### config.mk
export PLATFORM = sky130hd
export DESIGN_NAME = jtag_test_follower
export DESIGN_NICKNAME = d
export VERILOG_FILES = /design/src/rtl/jtu_pkg.sv /design/src/rtl/jtu_decode.sv /design/src/rtl/jtu_dreg.sv /design/src/rtl/jtu_tdo_out.sv /design/src/rtl/jtag_test_follower.sv
export SDC_FILE = /design/constraint.sdc
export NUM_CORES = 1
export LEC_CHECK = 0
export ABC_AREA = 1
export BUFFER_PORTS_ARGS = -buffer_cell sky130_fd_sc_hd__buf_2
export CORE_MARGIN = 3
export CORE_UTILIZATION = 40
export CTS_CLUSTER_DIAMETER = 120
export DETAILED_ROUTE_END_ITERATION = 7
export PLACE_DENSITY = 0.65
export SYNTH_ARGS = -nofsm -noshare
export SYNTH_HDL_FRONTEND = slang
export SYNTH_HIERARCHICAL = 1
export SYNTH_SLANG_ARGS = --single-unit
### constraint.sdc
create_clock -name tck -period 0.9 [get_ports tck]
set_input_delay 0.135 -clock tck [delete_from_list [all_inputs] [get_ports tck]]
set_output_delay 0.135 -clock tck [all_outputs]
set_load 0.01 [all_outputs]
### src/rtl/jtu_pkg.sv
package jtu_pkg;

  typedef enum logic [3:0] {
    ST_EXIT2_DR   = 4'h0,
    ST_EXIT1_DR   = 4'h1,
    ST_SHIFT_DR   = 4'h2,
    ST_PAUSE_DR   = 4'h3,
    ST_SELECT_IR  = 4'h4,
    ST_UPDATE_DR  = 4'h5,
    ST_CAPTURE_DR = 4'h6,
    ST_SELECT_DR  = 4'h7,
    ST_EXIT2_IR   = 4'h8,
    ST_EXIT1_IR   = 4'h9,
    ST_SHIFT_IR   = 4'hA,
    ST_PAUSE_IR   = 4'hB,
    ST_RUN_IDLE   = 4'hC,
    ST_UPDATE_IR  = 4'hD,
    ST_CAPTURE_IR = 4'hE,
    ST_RESET      = 4'hF
  } tap_st_e;

  typedef enum logic [2:0] {
    PATH_CORE = 3'd0,
    PATH_BSR  = 3'd1,
    PATH_TST  = 3'd2,
    PATH_KEY  = 3'd3,
    PATH_BYP  = 3'd4
  } path_e;

endpackage

### src/rtl/jtu_decode.sv
module jtu_decode
  import jtu_pkg::*;
#(
  parameter int              IR_W     = 5,
  parameter logic [IR_W-1:0] OP_BSR   = 5'h01,
  parameter logic [IR_W-1:0] OP_TST   = 5'h1C,
  parameter logic [IR_W-1:0] OP_KEY   = 5'h1A,
  parameter logic [IR_W-1:0] OP_HIGHZ = 5'h08
) (
  input  logic [IR_W-1:0] ir_code,
  input  logic            priv_en,
  output path_e           path
);

  always_comb begin
    path = PATH_CORE;
    if (ir_code == OP_BSR)                   path = PATH_BSR;
    else if (ir_code == OP_HIGHZ)            path = PATH_BYP;
    else if (priv_en && ir_code == OP_TST)   path = PATH_TST;
    else if (priv_en && ir_code == OP_KEY)   path = PATH_KEY;
  end

endmodule

### src/rtl/jtu_dreg.sv
module jtu_dreg #(
  parameter int LEN = 8
) (
  input  logic           tck,
  input  logic           trst_n,
  input  logic           sel,
  input  logic           cap_en,
  input  logic           shf_en,
  input  logic           upd_en,
  input  logic           tdi,
  input  logic [LEN-1:0] cap_val,
  output logic           sr_lsb,
  output logic [LEN-1:0] upd_q
);

  logic [LEN-1:0] sr;
  logic [LEN-1:0] sr_shifted;

  generate
    if (LEN == 1) begin : g_one
      assign sr_shifted = tdi;
    end else begin : g_multi
      assign sr_shifted = {tdi, sr[LEN-1:1]};
    end
  endgenerate

  always_ff @(posedge tck or negedge trst_n) begin
    if (!trst_n) begin
      sr <= '0;
    end else if (sel) begin
      if (cap_en)      sr <= cap_val;
      else if (shf_en) sr <= sr_shifted;
    end
  end

  always_ff @(posedge tck or negedge trst_n) begin
    if (!trst_n)             upd_q <= '0;
    else if (sel && upd_en)  upd_q <= sr;
  end

  assign sr_lsb = sr[0];


  capture_load_chk: assert property (@(posedge tck) disable iff (!trst_n)
    (sel && cap_en) |=> (sr == $past(cap_val)));


  shift_entry_chk: assert property (@(posedge tck) disable iff (!trst_n)
    (sel && shf_en && !cap_en) |=> (sr[LEN-1] == $past(tdi)));


  update_hold_chk: assert property (@(posedge tck) disable iff (!trst_n)
    (!$past(sel && upd_en)) |-> $stable(upd_q));

endmodule

### src/rtl/jtu_tdo_out.sv
module jtu_tdo_out (
  input  logic tck,
  input  logic trst_n,
  input  logic shift_own,
  input  logic local_bit,
  input  logic core_tdo,
  output logic tdo
);

  logic own_q;
  logic bit_q;

  always_ff @(negedge tck or negedge trst_n) begin
    if (!trst_n) begin
      own_q <= 1'b0;
      bit_q <= 1'b0;
    end else begin
      own_q <= shift_own;
      bit_q <= local_bit;
    end
  end

  assign tdo = own_q ? bit_q : core_tdo;


  local_tdo_stable_chk: assert property (@(posedge tck) disable iff (!trst_n)
    own_q |-> (tdo == bit_q));

endmodule

### src/rtl/jtag_test_follower.sv
module jtag_test_follower
  import jtu_pkg::*;
#(
  parameter int              IR_W     = 5,
  parameter int              BSR_LEN  = 16,
  parameter int              TST_LEN  = 8,
  parameter int              KEY_LEN  = 12,
  parameter logic [IR_W-1:0] OP_BSR   = 5'h01,
  parameter logic [IR_W-1:0] OP_TST   = 5'h1C,
  parameter logic [IR_W-1:0] OP_KEY   = 5'h1A,
  parameter logic [IR_W-1:0] OP_HIGHZ = 5'h08
) (
  input  logic               tck,
  input  logic               trst_n,
  input  logic               tdi,
  input  logic [3:0]         tap_state,
  input  logic [IR_W-1:0]    ir_code,
  input  logic               priv_en,
  input  logic               core_tdo,
  input  logic [BSR_LEN-1:0] bsr_cap,
  input  logic [TST_LEN-1:0] tst_cap,
  input  logic [KEY_LEN-1:0] key_cap,
  output logic               tdo,
  output logic               pins_hiz,
  output logic [BSR_LEN-1:0] bsr_upd,
  output logic [TST_LEN-1:0] tst_upd,
  output logic [KEY_LEN-1:0] key_upd
);

  tap_st_e st;
  path_e   path;
  logic    in_cap, in_shf, in_upd;
  logic    bsr_lsb, tst_lsb, key_lsb;
  logic    byp_q;
  logic    local_bit;
  logic    shift_own;

  assign st     = tap_st_e'(tap_state);
  assign in_cap = (st == ST_CAPTURE_DR);
  assign in_shf = (st == ST_SHIFT_DR);
  assign in_upd = (st == ST_UPDATE_DR);

  jtu_decode #(
    .IR_W(IR_W), .OP_BSR(OP_BSR), .OP_TST(OP_TST),
    .OP_KEY(OP_KEY), .OP_HIGHZ(OP_HIGHZ)
  ) u_decode (
    .ir_code (ir_code),
    .priv_en (priv_en),
    .path    (path)
  );

  jtu_dreg #(.LEN(BSR_LEN)) u_bsr (
    .tck(tck), .trst_n(trst_n), .sel(path == PATH_BSR),
    .cap_en(in_cap), .shf_en(in_shf), .upd_en(in_upd), .tdi(tdi),
    .cap_val(bsr_cap), .sr_lsb(bsr_lsb), .upd_q(bsr_upd)
  );

  jtu_dreg #(.LEN(TST_LEN)) u_tst (
    .tck(tck), .trst_n(trst_n), .sel(path == PATH_TST),
    .cap_en(in_cap), .shf_en(in_shf), .upd_en(in_upd), .tdi(tdi),
    .cap_val(tst_cap), .sr_lsb(tst_lsb), .upd_q(tst_upd)
  );

  jtu_dreg #(.LEN(KEY_LEN)) u_key (
    .tck(tck), .trst_n(trst_n), .sel(path == PATH_KEY),
    .cap_en(in_cap), .shf_en(in_shf), .upd_en(in_upd), .tdi(tdi),
    .cap_val(key_cap), .sr_lsb(key_lsb), .upd_q(key_upd)
  );

  always_ff @(posedge tck or negedge trst_n) begin
    if (!trst_n) begin
      byp_q <= 1'b0;
    end else if (path == PATH_BYP) begin
      if (in_cap)      byp_q <= 1'b0;
      else if (in_shf) byp_q <= tdi;
    end
  end

  always_ff @(posedge tck or negedge trst_n) begin
    if (!trst_n) pins_hiz <= 1'b0;
    else         pins_hiz <= (path == PATH_BYP);
  end

  always_comb begin
    case (path)
      PATH_BSR: local_bit = bsr_lsb;
      PATH_TST: local_bit = tst_lsb;
      PATH_KEY: local_bit = key_lsb;
      PATH_BYP: local_bit = byp_q;
      default:  local_bit = 1'b0;
    endcase
  end

  assign shift_own = (path != PATH_CORE) && in_shf;

  jtu_tdo_out u_tdo (
    .tck       (tck),
    .trst_n    (trst_n),
    .shift_own (shift_own),
    .local_bit (local_bit),
    .core_tdo  (core_tdo),
    .tdo       (tdo)
  );


  priv_gate_chk: assert property (@(posedge tck) disable iff (!trst_n)
    (!priv_en) |-> (path != PATH_TST && path != PATH_KEY));


  hiz_follow_chk: assert property (@(posedge tck) disable iff (!trst_n)
    (ir_code == OP_HIGHZ) |=> pins_hiz);

endmodule

* Word level (Yosys, flattened, before mapping)
Index checks and enable logic that the tools add are counted.
** Storage, ports and cells
- Bits in registers :: 76
- Logic and storage cells :: 47
** Operators by class
- Equal/unequal tests :: 11
- Multiplexer cells :: 14
- Reduce and logical (&&, ||, !) cells :: 12
** Operator list (number)
- $mux 16 :: 2
- $mux 12 :: 2
- $mux 8 :: 2
- $eq 5x5->1 const B :: 2
- $mux 3 :: 3
- $eq 4x3->1 const B :: 2
- $reduce_and 2->1 :: 4
- $eq 3x2->1 const B :: 2
- $logic_and 1x1->1 :: 6
- $eq 5x1->1 const B :: 1
- $eq 5x4->1 const B :: 1
- $eq 4x2->1 const B :: 1
- $pmux 1 s4 :: 1
- $eq 3x1->1 const B :: 1
- $eq 3x3->1 const B :: 1
- $mux 1 :: 3
- $reduce_bool 3->1 :: 1
- $mux 2 :: 1
- $reduce_bool 2->1 :: 1

* Logic depth before layout (Yosys ltp)
- Depth in word-level cells :: 8
- Depth in mapped cells :: 12
- Depth with buffers taken out :: 10

* Cells and area by module
The synthesis kept the hierarchy.
** Modules (own cells, without submodules)
- jtu_dreg (u_bsr) :: instances 1, cells each 192, area an instance 1503.9 sq um
- jtu_dreg (u_key) :: instances 1, cells each 145, area an instance 1103.6 sq um
- jtu_dreg (u_tst) :: instances 1, cells each 97, area an instance 742.0 sq um
- jtag_test_follower :: instances 1, cells each 37, area an instance 206.4 sq um
- jtu_decode :: instances 1, cells each 19, area an instance 77.6 sq um
- jtu_tdo_out :: instances 1, cells each 6, area an instance 65.1 sq um

==> flow_summary.toml <==
[synthesis]
yosysSeqAreaShare_pct = 51.4
syn_area_per_cell_sq_um = 7.46
syn_area_sq_um = 3700
syn_nets = 546
ys_ff_latch = 76
netlist_instances = 496
yosys-top-cells-area = "dfrtp_1, nand2_1, nand3_1"
yosys_warnings = 6
yosysTopAreaCellShare_pct = 50.1
yosys.area.top_type = "dfrtp_1"
synth.distinct_cells = 20

[routing]
wl_per_cell_um = 14.1
drt_iter0_markers = 114
drc = 0
via_per_inst = 4.88
dr.pass1.iters = 5
routed_wl_um = 11000
drtAntennaViolNets = 0
vias = 3799

[finish]
multi_input_area_sq_um = 2210
drive_gt1_share_pct = 46.6
fin_util_pct = 67.1
layoutNonFillerInstCount = 778
layout.cells.most_common = "nand2_1"
num_antenna_cells = 0
final_cell_mix = "nand2_1, dfrtp_1, buf_2"
seqCellArea_sq_um = 1900
final_nets = 715
fillers = 736
syn2layout_area_growth_pct = 60.6

[critical_path]
path_class = "reg2out"
crit_chain = "inv_1 > nand2_1 > nand2_2 > buf_6"
cp_slowest_cell = "dfrtn_1"
worstSetupStartpointType = "flop"
slowest_delay_ns = 0.43
cp.arrival_ns = 1.48
worstPathRequired_ns = 0.76
endpoint_kind = "output pin"
critPathMaxFanout = 2

[grt]
grt_pass1_wl_um = 17900
grt_pass1_vias = 3767
antenna_found_initial = 0
grt_util_all_layers_pct = 21.8
grt-ovfl-total = 0
grt_max_degree = 64

[power_and_ir_drop]
power_switching_uw = 1840
power_frac_comb_pct = 10.3
vdd_drop_max_mv = 0.884
seqPwrFrac_pct = 52.4
clkPwrFrac_pct = 37.4
power.internal_uw = 4790
switching_share_pct = 27.8
power_density_nw_per_um2 = 1120
p_leak_uw = 0.00327

[place]
gp_congestion = 0.857
dp_hpwl_um = 6530
dp.cells = 709
port_buffers = 87

[floorplanning]
chipWidth_um = 102
start_util_pct = 41.8
die_y_um = 102
rows = 34
die_area_sq_um = 10400
core_area_sq_um = 8850
io_pins = 88

[run]
maxCapViolCount = 0

[sta]
rsz0062_at_grt = "yes"
relSlewSlack_pct = 77.2
drv_slew = 0
setup_viol_count_final = 112
final-hold-violation-count = 0
setup_slack_ns = -0.713
tightest_slew_ns = 0.343
fin_skew_ns = 0.0166
whs_ns = 0.0616

[run_status]
violations = "setup timing"
status = "finished with violations"

[clocking]
cts.sink_count = 76
path_clk_slew_ns = 0.09
htree_levels = 3
clock_path_buffers = 2
cts_root_buf = "clkbuf_8"
cts_tree = "done"
clkLatencyLatePin_ns = 0.35
numCtsBuffers = 9

[hold_path]
hold_path.class = "in2reg"
[logic make-up after synthesis]
group / Yosys count / synth area share [%]
simple gates: 376 / 41.3
compound gates: 3 / 1.12
buf+inv: 41 / 6.19
flops: 76 / 51.4
[layout make-up]
| cell class | count | share of cell area, % |
|---|---|---|
| Multi-Input combinational cell | 384 | 37.2 |
| Sequential cell | 76 | 32.0 |
| Timing Repair Buffer | 173 | 23.6 |
| Tap cell | 108 | 2.27 |
| Clock buffer | 9 | 2.09 |
| Inverter | 21 | 1.92 |
| Clock inverter | 7 | 0.969 |
[power by group through the flow]
stage,Clock (uW),Sequential (uW),Combinational [uW]
floorplan,0,3530,204
global placement,0,3530,512
detailed placement,0,3530,527
CTS,2540,3470,642
global route,2690,3480,746
finish,2480,3470,681
[synthesized netlist by cell type]
library cell and count:
nand3_1 40, nand4_1 4, nand2_2 1, nor2_4 2, o21ai_4 2, nor2_2 3, inv_1 14, inv_2 7
nand2_1 307, nor2_1 11, buf_4 3, buf_1 1, nor3_1 6, buf_2 9, dfrtp_1 74, nand3_2 1
dfrtn_1 2, nor2_8 1, o21ai_2 1, buf_6 7
[stage by stage]
stage                     worst slack (ns)  cell area (sq um)  power, uW  TNS [ns]
after floorplan                     -0.481               3800       3730    -27.20
after global placement              -0.674               4600       4040    -47.85
after detailed placement            -0.744               4600       4060    -52.10
after CTS                           -0.721               5630       6650    -18.61
after global routing                -0.784               5940       6910    -29.22
final                               -0.713               5940       6630    -23.58
[repair_timing]
action / CTS / global route
pin swaps: 50 / 42
hold buffers: 1 / 0
setup endpoints to repair: 113 / 113
cloned: 7 / 0
setup buffers: 37 / 11
hold endpoints to repair: 76 / 0
gates resized for setup: 106 / 68
[critical path, delay by kind of cell (launching register included)]
family                 cells  cell delay, ns
DFF                        1            0.43
buffers and inverters      2            0.15
and+or+nand+nor            2            0.11
[flip-flops by register name, summed over array words and instances (netlist names)]
signal and flops:
u_tst/upd_q 8, u_bsr/upd_q 16, pins_hiz 1, u_tdo/own_q 1
u_key/upd_q 12, u_bsr/sr 16, u_tdo/bit_q 1, u_key/sr 12
u_tst/sr 8, byp_q 1
[routing by layer]
layer	GRT usage, %	up-vias	wire (um)
met2	36.3	109	5670
met4	6.56	0	124
li1	-	1874	-
met1	28.9	1806	4650
met3	4.16	10	517
met5	0	-	0
[final timing paths]
check                                from              end  slack [ns]  depth (start not counted)
setup / recovery              u_tdo/own_q              tdo       -0.71                          4
hold / removal                 bsr_cap[6]      u_bsr/sr[6]        0.06                          5
setup reg to reg                    byp_q      u_tdo/bit_q       -0.40                          4
hold reg to reg            u_tst/upd_q[5]   u_tst/upd_q[5]        0.48                          2
max in group asynchronous          trst_n  u_key/upd_q[11]        0.21                          3
min in group asynchronous          trst_n         pins_hiz        0.14                          2
(Power assumes the default switching activity.)
